## src/rtl/vof_pkg.sv

```systemverilog
package vof_pkg;

    localparam logic [7:0] BLANK_Y = 8'h10;
    localparam logic [7:0] BLANK_C = 8'h80;
    localparam logic [7:0] MARK_HI = 8'hFF;
    localparam logic [7:0] MARK_LO = 8'h00;
    localparam int         LOOKAHEAD = 4;

    typedef enum logic [1:0] {
        FMT_SEP  = 2'd0,
        FMT_HDR  = 2'd1,
        FMT_CODE = 2'd2,
        FMT_RSV  = 2'd3
    } fmt_e;

    typedef enum logic [1:0] {
        CK_SINGLE = 2'd0,
        CK_DOUBLE = 2'd1,
        CK_HALF   = 2'd2,
        CK_SPARE  = 2'd3
    } ck_e;

    typedef struct packed {
        logic [7:0] y;
        logic [7:0] c;
        logic       href;
        logic       vref;
        logic       field;
        logic       vact;
    } pix_t;

    localparam pix_t PIX_IDLE = '{y: BLANK_Y, c: BLANK_C, href: 1'b0,
                                  vref: 1'b0, field: 1'b0, vact: 1'b0};

    function automatic logic [7:0] xy_word(input logic f, input logic v, input logic h);
        return {1'b1, f, v, h, v ^ h, f ^ h, f ^ v, f ^ v ^ h};
    endfunction

    function automatic logic [7:0] clip8(input logic [7:0] b);
        if (b == 8'h00) return 8'h01;
        if (b == 8'hFF) return 8'hFE;
        return b;
    endfunction

    function automatic logic [7:0] hdr_byte(input logic [1:0] idx, input logic [7:0] xy);
        case (idx)
            2'd0:    return MARK_HI;
            2'd3:    return xy;
            default: return MARK_LO;
        endcase
    endfunction

endpackage

```

## src/rtl/vof_clk_gen.sv

```systemverilog
module vof_clk_gen
    import vof_pkg::*;
#(
    parameter int DIV = 4
) (
    input  logic       clk,
    input  logic       rst,
    input  logic [1:0] ck_sel,
    output logic       pix_stb,
    output logic       dbl_stb,
    output logic       half_stb,
    output logic       out_stb
);
    localparam int            CW   = $clog2(DIV);
    localparam logic [CW-1:0] LAST = CW'(DIV - 1);
    localparam logic [CW-1:0] MID  = CW'(DIV / 2 - 1);

    logic [CW-1:0] cnt;
    logic          tog;

    always_ff @(posedge clk) begin
        if (rst) begin
            cnt <= '0;
            tog <= 1'b0;
        end else begin
            cnt <= (cnt == LAST) ? '0 : cnt + 1'b1;
            if (cnt == LAST) tog <= ~tog;
        end
    end

    assign pix_stb  = (cnt == LAST);
    assign dbl_stb  = pix_stb || (cnt == MID);
    assign half_stb = pix_stb && tog;

    always_comb begin
        case (ck_e'(ck_sel))
            CK_DOUBLE: out_stb = dbl_stb;
            CK_HALF:   out_stb = half_stb;
            default:   out_stb = pix_stb;
        endcase
    end


    pix_gap_chk: assert property (@(posedge clk) disable iff (rst)
        pix_stb |=> !pix_stb);


    mid_strobe_chk: assert property (@(posedge clk) disable iff (rst)
        pix_stb |=> !dbl_stb);

endmodule

```

## src/rtl/vof_delay.sv

```systemverilog
module vof_delay
    import vof_pkg::*;
#(
    parameter int DEPTH = 4
) (
    input  logic             clk,
    input  logic             rst,
    input  logic             en,
    input  pix_t             din,
    output pix_t             last,
    output logic [DEPTH-2:0] href_taps
);
    pix_t stg [DEPTH];

    for (genvar i = 0; i < DEPTH; i++) begin : g_stage
        if (i == 0) begin : g_head
            always_ff @(posedge clk) begin
                if (rst)     stg[0] <= PIX_IDLE;
                else if (en) stg[0] <= din;
            end
        end else begin : g_tail
            always_ff @(posedge clk) begin
                if (rst)     stg[i] <= PIX_IDLE;
                else if (en) stg[i] <= stg[i-1];
            end
        end
        if (i < DEPTH - 1) begin : g_tap
            assign href_taps[i] = stg[i].href;
        end
    end

    assign last = stg[DEPTH-1];


    stage_load_chk: assert property (@(posedge clk) disable iff (rst)
        en |=> stg[0] == $past(din));

endmodule

```

## src/rtl/vof_fmt.sv

```systemverilog
module vof_fmt
    import vof_pkg::*;
(
    input  logic                 clk,
    input  logic                 rst,
    input  logic                 pix_stb,
    input  logic                 dbl_stb,
    input  logic [1:0]           fmt_sel,
    input  logic                 narrow,
    input  pix_t                 cur,
    input  logic [LOOKAHEAD:1]   fut_href,
    output logic [7:0]           pa,
    output logic [7:0]           pb,
    output logic                 ref_h,
    output logic                 ref_v,
    output logic                 ref_act
);
    fmt_e       fmt;
    logic       embed, single;
    logic [2:0] hl;
    logic [4:0] hv;
    logic       sav_start, eav_start, start, in_code, is_eav;
    logic [1:0] slot;
    logic [7:0] xy, yv, cv, a0, a1, b;

    logic       run, kind_eav;
    logic [1:0] idx;
    logic [7:0] hold;

    always_comb begin
        fmt       = fmt_e'(fmt_sel);
        embed     = (fmt == FMT_HDR) || (fmt == FMT_CODE);
        single    = (fmt == FMT_CODE);
        hl        = single ? 3'd1 : (narrow ? 3'd2 : 3'd4);
        hv        = {fut_href, cur.href};
        sav_start = embed && !cur.href && hv[hl] && !hv[hl - 3'd1];
        eav_start = embed && !cur.href && ref_h;
        start     = sav_start || eav_start;
        in_code   = start || run;
        slot      = start ? 2'd0 : idx;
        is_eav    = start ? eav_start : kind_eav;
        xy        = xy_word(cur.field, cur.vref, is_eav);
        yv        = cur.vact ? (embed ? clip8(cur.y) : cur.y) : BLANK_Y;
        cv        = cur.vact ? (embed ? clip8(cur.c) : cur.c) : BLANK_C;
        if (in_code) begin
            if (single) begin
                a0 = is_eav ? MARK_LO : MARK_HI;
                a1 = a0;
                b  = a0;
            end else if (narrow) begin
                a0 = hdr_byte({slot[0], 1'b0}, xy);
                a1 = hdr_byte({slot[0], 1'b1}, xy);
                b  = a0;
            end else begin
                a0 = hdr_byte(slot, xy);
                a1 = a0;
                b  = a0;
            end
        end else if (narrow) begin
            a0 = cv;
            a1 = yv;
            b  = cv;
        end else begin
            a0 = yv;
            a1 = yv;
            b  = cv;
        end
    end

    always_ff @(posedge clk) begin
        if (rst) begin
            run      <= 1'b0;
            kind_eav <= 1'b0;
            idx      <= 2'd0;
            pa       <= BLANK_Y;
            hold     <= BLANK_Y;
            pb       <= BLANK_C;
            ref_h    <= 1'b0;
            ref_v    <= 1'b0;
            ref_act  <= 1'b0;
        end else if (pix_stb) begin
            pa      <= a0;
            hold    <= a1;
            pb      <= b;
            ref_h   <= cur.href;
            ref_v   <= cur.vref;
            ref_act <= cur.vact;
            if (start) begin
                kind_eav <= eav_start;
                idx      <= 2'd1;
                run      <= (hl > 3'd1);
            end else if (run) begin
                idx <= idx + 2'd1;
                if ({1'b0, idx} == hl - 3'd1) run <= 1'b0;
            end
        end else if (dbl_stb && narrow) begin
            pa <= hold;
        end
    end


    blank_chk: assert property (@(posedge clk) disable iff (rst)
        pix_stb && !narrow && !in_code && !cur.vact |=> pa == BLANK_Y && pb == BLANK_C);


    clip_chk: assert property (@(posedge clk) disable iff (rst)
        pix_stb && embed && !in_code |=> pa != 8'h00 && pa != 8'hFF);


    byte_hold_chk: assert property (@(posedge clk) disable iff (rst)
        !pix_stb && !dbl_stb |=> $stable(pa));


    sav_lead_chk: assert property (@(posedge clk) disable iff (rst)
        pix_stb && sav_start && !single |=> pa == MARK_HI);


    eav_code_chk: assert property (@(posedge clk) disable iff (rst)
        pix_stb && eav_start && single |=> pa == MARK_LO && pb == MARK_LO);


    ref_stable_chk: assert property (@(posedge clk) disable iff (rst)
        !pix_stb |=> $stable(ref_h) && $stable(ref_act));

endmodule

```

## src/rtl/vid_out_fmt.sv

```systemverilog
module vid_out_fmt
    import vof_pkg::*;
#(
    parameter int DIV = 4
) (
    input  logic       clk,
    input  logic       rst,
    input  logic [1:0] fmt_sel,
    input  logic       narrow,
    input  logic [7:0] gpo_val,
    input  logic [1:0] clk_mode,
    input  logic [7:0] in_y,
    input  logic [7:0] in_c,
    input  logic       in_href,
    input  logic       in_vref,
    input  logic       in_field,
    input  logic       in_vact,
    output logic       pix_stb,
    output logic       dbl_stb,
    output logic       half_stb,
    output logic       out_stb,
    output logic [7:0] port_a,
    output logic [7:0] port_b,
    output logic       ref_h,
    output logic       ref_v,
    output logic       ref_act
);
    pix_t                  din, last;
    logic [LOOKAHEAD-2:0]  taps;
    logic [LOOKAHEAD:1]    fut;
    logic [7:0]            pb_int;

    assign din = '{y: in_y, c: in_c, href: in_href, vref: in_vref,
                   field: in_field, vact: in_vact};

    vof_clk_gen #(.DIV(DIV)) u_clk (
        .clk      (clk),
        .rst      (rst),
        .ck_sel   (clk_mode),
        .pix_stb  (pix_stb),
        .dbl_stb  (dbl_stb),
        .half_stb (half_stb),
        .out_stb  (out_stb)
    );

    vof_delay #(.DEPTH(LOOKAHEAD)) u_dly (
        .clk       (clk),
        .rst       (rst),
        .en        (pix_stb),
        .din       (din),
        .last      (last),
        .href_taps (taps)
    );

    for (genvar k = 1; k <= LOOKAHEAD; k++) begin : g_fut
        if (k == LOOKAHEAD) begin : g_in
            assign fut[k] = in_href;
        end else begin : g_tap
            assign fut[k] = taps[LOOKAHEAD-1-k];
        end
    end

    vof_fmt u_fmt (
        .clk      (clk),
        .rst      (rst),
        .pix_stb  (pix_stb),
        .dbl_stb  (dbl_stb),
        .fmt_sel  (fmt_sel),
        .narrow   (narrow),
        .cur      (last),
        .fut_href (fut),
        .pa       (port_a),
        .pb       (pb_int),
        .ref_h    (ref_h),
        .ref_v    (ref_v),
        .ref_act  (ref_act)
    );

    assign port_b = narrow ? gpo_val : pb_int;

endmodule

```

## config.mk

```make
export PLATFORM = sky130hd
export DESIGN_NAME = vid_out_fmt
export DESIGN_NICKNAME = d
export VERILOG_FILES = /design/src/rtl/vof_pkg.sv /design/src/rtl/vof_clk_gen.sv /design/src/rtl/vof_delay.sv /design/src/rtl/vof_fmt.sv /design/src/rtl/vid_out_fmt.sv
export SDC_FILE = /design/constraint.sdc
export NUM_CORES = 1
export LEC_CHECK = 0
export ABC_AREA = 1
export ABC_CLOCK_PERIOD_IN_PS = 4000
export BUFFER_PORTS_ARGS = -buffer_cell sky130_fd_sc_hd__buf_4
export CORE_ASPECT_RATIO = 0.7
export CORE_MARGIN = 5
export CORE_UTILIZATION = 59
export CTS_CLUSTER_DIAMETER = 120
export DETAILED_ROUTE_END_ITERATION = 6
export HOLD_SLACK_MARGIN = 0.08
export PLACE_DENSITY = 0.88
export SYNTH_ARGS = -nofsm -noshare
export SYNTH_HDL_FRONTEND = slang
export SYNTH_SLANG_ARGS = --single-unit
```

## constraint.sdc

```tcl
create_clock -name clk -period 4 [get_ports clk]
set_clock_uncertainty 0.2 [all_clocks]
set_input_delay 0.6 -clock clk [delete_from_list [all_inputs] [get_ports clk]]
set_output_delay 0.6 -clock clk [all_outputs]
set_load 0.01 [all_outputs]
```

# Yosys cells after proc, flatten, opt, wreduce, memory -nomap -nowiden
# Memories as Yosys holds them, arrays and structs flattened.
# Index checks and enable logic that the tools add are counted.
[word_totals] register_bits=34 latch_bits=0 ramBits=80 mem_bits_ro=0 inputBits=35 output_inout_bits=23 elab_cells=112 n_memories=1
[mem_list] memory="u_dly.stg" words=4 word_bits=20 read_ports=4 rd_clocked_by_memory_dff=0 wr=4 line_no="vof_delay.sv:13" text="pix_t stg [DEPTH];"
[classes] add_sub_neg=3 n_mul=0 n_div=0 n_lt_le_gt_ge=3 n_eq_ne=10 shifts=0 mux=56 n_bitwise=9 reduce_logical=19
[ops] op="two-way mux 8 bit" n=26
[ops] op="two-way mux 20 bit" n=4
[ops] op="two-way mux 1 bit" n=17
[ops] op="== test 8 bit (second input constant)" n=2
[ops] op="logical NOT 8 bit" n=2
[ops] op="one-hot mux 8 bit (2 select lines)" n=1
[ops] op="== test 2 bit (second input constant)" n=4
[ops] op="less-than comparator 3 x 4 -> 1 bit (second input constant)" n=2
[ops] op="binary-select mux 1 bit (select 3 bit)" n=2
[ops] op="== test 2 x 1 -> 1 bit (second input constant)" n=3
[ops] op="logical AND 1 bit" n=6
[ops] op="two-way mux 2 bit" n=3
[ops] op="two-way mux 3 bit" n=2
[ops] op="adder 2 x 1 -> 2 bit (second input constant)" n=2
[ops] op="logical OR 1 bit" n=4
[ops] op="OR 1 bit" n=4
[ops] op="nonzero test 2 bit" n=2
[ops] op="XOR 1 bit" n=4
[ops] op="== test 2 x 3 -> 1 bit" n=1
[ops] op="greater-than comparator 3 x 1 -> 1 bit (second input constant)" n=1
[ops] op="subtractor 3 x 1 -> 3 bit (second input constant)" n=1
[ops] op="logical NOT 1 bit" n=2
[ops] op="logical NOT 2 bit" n=1
[ops] op="one-hot mux 1 bit (2 select lines)" n=1
[ops] op="3 further kinds" n=3

# Depth between registers and ports, before layout
[depth] ltp_word=15 depth_mapped=22 ltp_nobuf=22

# Modules after synthesis
# From an unflattened synthesis, not the netlist that was laid out.
[hier_totals] cells_unflattened=661 hier_area_um2=5565.3
[modules_own_cells] mod="vof_delay" instances=1 cells_each=255 area_each_um2=3129.3
[modules_own_cells] mod="vof_fmt" instances=1 cells_each=353 area_each_um2=2132.0
[modules_own_cells] mod="vof_clk_gen" instances=1 cells_each=27 area_each_um2=198.9
[modules_own_cells] mod="vid_out_fmt" instances=1 cells_each=26 area_each_um2=105.1

# Worst setup path after synthesis
# Ideal clock, no wire load.
[synth_path] path_type="flip-flop to flip-flop" startpoint="register u_clk.cnt[0]" endpoint="memory u_dly.stg[0][0] (netlist bit), enable pin" setup_time_ps=438 t_arrival_ps=2667 required_time_ps=3362 setup_slack_ps=695 path_stages_with_launch=5 path_buffers=1 cell_sequence="dfxtp_1 -> ha_1 -> clkbuf_1 -> nor2_1 -> inv_1"
[synth_lines] element="start, declared" line_no="vof_clk_gen.sv:18" text="logic [CW-1:0] cnt;"
[synth_lines] element="start signal, assigned" line_no="vof_clk_gen.sv:26" text="cnt <= (cnt == LAST) ? '0 : cnt + 1'b1;"
[synth_lines] element="end, declared" line_no="vof_delay.sv:13"

# Worst setup path in the final report
[layout_path] startpoint="input port fmt_sel[0]" endpoint="register u_fmt.pa[5]"
[layout_between] elab_chain_cells=15
[layout_rtl] element="start, declared" line_no="vid_out_fmt.sv:8" text="input logic [1:0] fmt_sel,"
[layout_rtl] element="== test 2 bit" line_no="vof_fmt.sv:32, vof_fmt.sv:33"
[layout_rtl] element="two-way mux 3 bit" line_no="vof_fmt.sv:34" text="hl = single ? 3'd1 : (narrow ? 3'd2 : 3'd4);"
[layout_rtl] element="subtractor 3 x 1 -> 3 bit" line_no="vof_fmt.sv:36" text="sav_start = embed && !cur.href && hv[hl] && !hv[hl - 3'd1];"
[layout_rtl] element="binary-select mux 1 bit (select 3 bit)" line_no="vof_fmt.sv:36"
[layout_rtl] element="two-way mux 1 bit (implied by the code)" line_no="vof_fmt.sv:36"
[layout_rtl] element="logical NOT 1 bit" line_no="vof_fmt.sv:36"
[layout_rtl] element="logical AND 1 bit" line_no="vof_fmt.sv:36"
[layout_rtl] element="logical OR 1 bit" line_no="vof_fmt.sv:38" text="start = sav_start || eav_start;"
[layout_rtl] element="two-way mux 2 bit" line_no="vof_fmt.sv:40" text="slot = start ? 2'd0 : idx;"
[layout_rtl] element="== test 2 bit / logical NOT 2 bit (equally long branches)" line_no="vof_pkg.sv:46" text="case (idx)"
[layout_rtl] element="one-hot mux 8 bit (2 select lines)" line_no="vof_pkg.sv:46"
[layout_rtl] element="two-way mux 8 bit" line_no="vof_fmt.sv:50" text="end else if (narrow) begin"
[layout_rtl] element="two-way mux 8 bit" line_no="vof_fmt.sv:46" text="if (single) begin"
[layout_rtl] element="two-way mux 8 bit *" line_no="vof_fmt.sv:45" text="if (in_code) begin"
[layout_rtl] element="two-way mux 8 bit *" line_no="vof_fmt.sv:81" text="end else if (pix_stb) begin"
[layout_rtl] element="end signal, assigned" line_no="vof_fmt.sv:97" text="pa <= hold;"
[layout_rtl] element="end, declared" line_no="vof_fmt.sv:12" text="output logic [7:0] pa,"
# Mark *: on every way between the ends. The rest lies on a longest branch, timed or not. The select of a mux whose other input is x is not followed.
# A chain may end at the register's enable or synchronous reset.

==> impl_metrics.ini <==
[sta]
rsz0062_at_grt = false
fin_crit_ns = 3.24
finalHoldViolCount = 0
worstMarginPinSlew_ns = 0.907
max_slew_margin_pct = 39.4
fmax_ghz = 0.309
tns_ns = 0
maxSlewViolCount = 0
finalCritPeriodShare_pct = 80.9
hold-worst-slack_ns = 0.252
setup_violations = 0
fin_ws_ns = 0.764

[setup_path]
cp_num_cells = 15
crit_slowest_cell = nor2_1
crit_chain = buf_4 -> inv_1 -> ha_1 -> nor2_1 -> nand2_1 -> nand2_2 -> nor2_1 -> ha_1 -> nor2_1 -> nand2_1 -> a21oi_1 -> o21ai_1 -> nand2_1 -> nand2_1 -> a21oi_1
regToRegEndpoint = u_fmt.pa[5]$_SDFFE_PP0P_
cp.required_ns = 4.14
critPathKind = in -> reg
start_kind = input pin
critPathArrivalTime_ns = 3.38
cp_slowest_stage_delay_ns = 0.44
critPathCaptureType = register
reg2reg_depth = 17
r2r_slack_ns = 1.08
crit_fanout = 7
crit_top_cell = nand2_1
timing.rr.start = u_dly.stg[0][3]$_SDFFCE_PN0P_
critical_path.startpoint = fmt_sel[0]
critical_path.top_delay_family = simple AND/OR/NAND/NOR gates
worst-path-buf-inv = 2

[route]
dr.pass1.iters = 6
wirelength_um = 12300
drt-vias-per-instance = 5.19
drt_iter0_markers = 489
drc = 0
wl_per_cell_um = 14.6
vias = 4371
ant_nets = 0

[synth]
synthCells = 645
netlist.area_leader.share_pct = 44.4
synth_area_um2 = 5410
yosysTopAreaCell = edfxtp_1
synth_seq_cells = 114
synth.most_common_cell = nand2_1
synth.distinct_cells = 32
ys_seq_area_share_pct = 57.0
synthArstFlopShare_pct = 0
synth_nets = 688
synth_edf_count = 80
synth_common_cells = 161 x nand2_1, 101 x inv_1, 94 x nor2_1
yosys_warnings = 0
postSynthAreaPerCell_um2 = 8.38
yosys_most_used_dff = edfxtp_1
ys_top_cells_by_area = edfxtp_1 44%, dfxtp_1 13%, nand2_1 11%

[floorplan]
die-area_um2 = 11200
rows = 29
fp.dieH_um = 90.1
initial_utilization_pct = 60.1
io_pins = 58
die-width_um = 124
coreArea_um2 = 9000

[place]
post-place-ws_ns = 0.505
placed_area_um2 = 5980
placed_cells = 811
port_buffers = 57
routabilityCongestion = 0.918
place_hpwl_um = 8520

[clock_tree]
cts-buffers-inserted = 17
clock_tree.root_cell = clkbuf_16
clkTransAtPathRegs_ns = 0.05
ctsHoldBuffers = 0
ctsResizeCount = 0
clk_path_buf_depth = 2
cts_tree = built
clock_sinks = 114
htreeDepth = 4
clk-insertion-delay-late_ns = 0.41
postCtsSetupRepairBufs = 0

[status]
status = completed

[power_and_ir_drop]
power_density_nw_per_um2 = 468
irDropWorstVdd_mv = 0.378
p_leak_nw = 2.92

[global_route]
grt_pass1_wl_um = 20700
grt_max_degree = 60
antenna_found_initial = 0
grt_overflow_total = 0
grt.total_usage_pct = 23.1
grt_pass1_vias = 4240

[hold_path]
hold_class = reg -> reg
holdPathEnd = u_fmt.pb[0]$_SDFFE_PP0P_
holdCritStartpoint = u_fmt.pb[0]$_SDFFE_PP0P_
hold_depth = 2

[final_layout]
final_cells = 843
antenna_cells = 0
synthToLayoutAreaGrowth_pct = 20.9
drive_above_1_share_pct = 17.0
nNetsFinal = 749
nFillCells = 677
design_area_um2 = 6540

[flow_run]
cap_viol_max_count = 0
## worst reg2reg max path, stage by stage (launching register included)
cell      delay [ns]
edfxtp_1        0.36
inv_1           0.10
nand2_1         0.07
nand2_1         0.06
nand2_1         0.05
nand2_1         0.07
nand2_1         0.06
nand2_1         0.11
nand2_2         0.12
nor2_1          0.16
ha_1            0.25
nor2_1          0.44
nand2_1         0.15
a21oi_1         0.21
o21ai_1         0.14
nand2_1         0.12
nand2_1         0.06
a21oi_1         0.11
## cell families after synthesis
| family | share of synthesized area [%] |
|---|---|
| simple gates | 23.7 |
| buf+inv | 9.16 |
| flops | 57.0 |
| compound gates | 7.82 |
| xor+xnor | 0.486 |
| fa+ha+maj | 1.85 |
## how the worst max path moves through the flow
stage / to / slack (ns)
5_1_grt: u_fmt.pa[5]$_SDFFE_PP0P_ / 0.65
2_1_floorplan: u_dly.stg[0][0]$_SDFFCE_PN0P_ / 0.70
4_1_cts: u_fmt.pa[5]$_SDFFE_PP0P_ / 0.88
3_3_place_gp: u_fmt.pa[5]$_SDFFE_PP0P_ / 0.55
3_5_place_dp: u_fmt.pa[5]$_SDFFE_PP0P_ / 0.51
6_report: u_fmt.pa[5]$_SDFFE_PP0P_ / 0.76
## per-stage QoR
stage	power, mW	utilization, %
global route	3.17	72.6
global placement	1.65	66.4
floorplan	1.55	-
finish	3.06	72.6
detailed placement	1.66	66.4
CTS	3.07	72.6
## layer usage
metal / wire [um] / vias up / track usage, %
li1: - / 2169 / -
met1: 5370 / 2002 / 31.2
met2: 5780 / 183 / 36.1
met3: 1030 / 17 / 6.22
met4: 160 / 0 / 7.94
met5: 0 / - / 0
## sequential cells by signal, summed over array words and instances, names as in the netlist
name,count
u_fmt.pa,8
u_clk.cnt,2
u_fmt.ref_h,1
u_fmt.ref_act,1
u_fmt.idx,2
u_dly.stg,80
u_fmt.hold,8
u_clk.tog,1
u_fmt.ref_v,1
u_fmt.pb,8
u_fmt.kind_eav,1
u_fmt.run,1
## report_power, final
part / total, mW / internal (mW) / leakage [nW] / switching, mW
combinational: 0.286 / 0.101 / 1.58 / 0.184
clock: 1.41 / 0.856 / 0.260 / 0.555
sequential: 1.36 / 1.33 / 1.08 / 0.0312
total: 3.06 / 2.29 / 2.92 / 0.771
## cell type report
type                       count  area, um2  area share, %
timing repair buffer          66        508           7.77
inverter                     107        402           6.14
clock buffer                  17        425           6.51
multi-input combinational    400       1830           28.0
clock inverter                15        134           2.05
tap                          124        155           2.37
sequential                   114       3080           47.2
## cell usage in the layout, fill, tap and decap left out, types with 5 or more instances in the layout
master | netlist | layout
clkinvlp_4 | 0 | 5
nand2_1 | 161 | 161
nor2_1 | 94 | 94
dfxtp_1 | 34 | 34
or2_2 | 9 | 9
o21ai_1 | 10 | 10
nand3_1 | 27 | 27
clkbuf_16 | 0 | 17
o21ai_0 | 36 | 36
buf_4 | 0 | 65
inv_2 | 6 | 8
inv_1 | 101 | 99
ha_1 | 8 | 8
edfxtp_1 | 80 | 80
a21oi_1 | 25 | 25
Power figures use the tool's default switching activity.
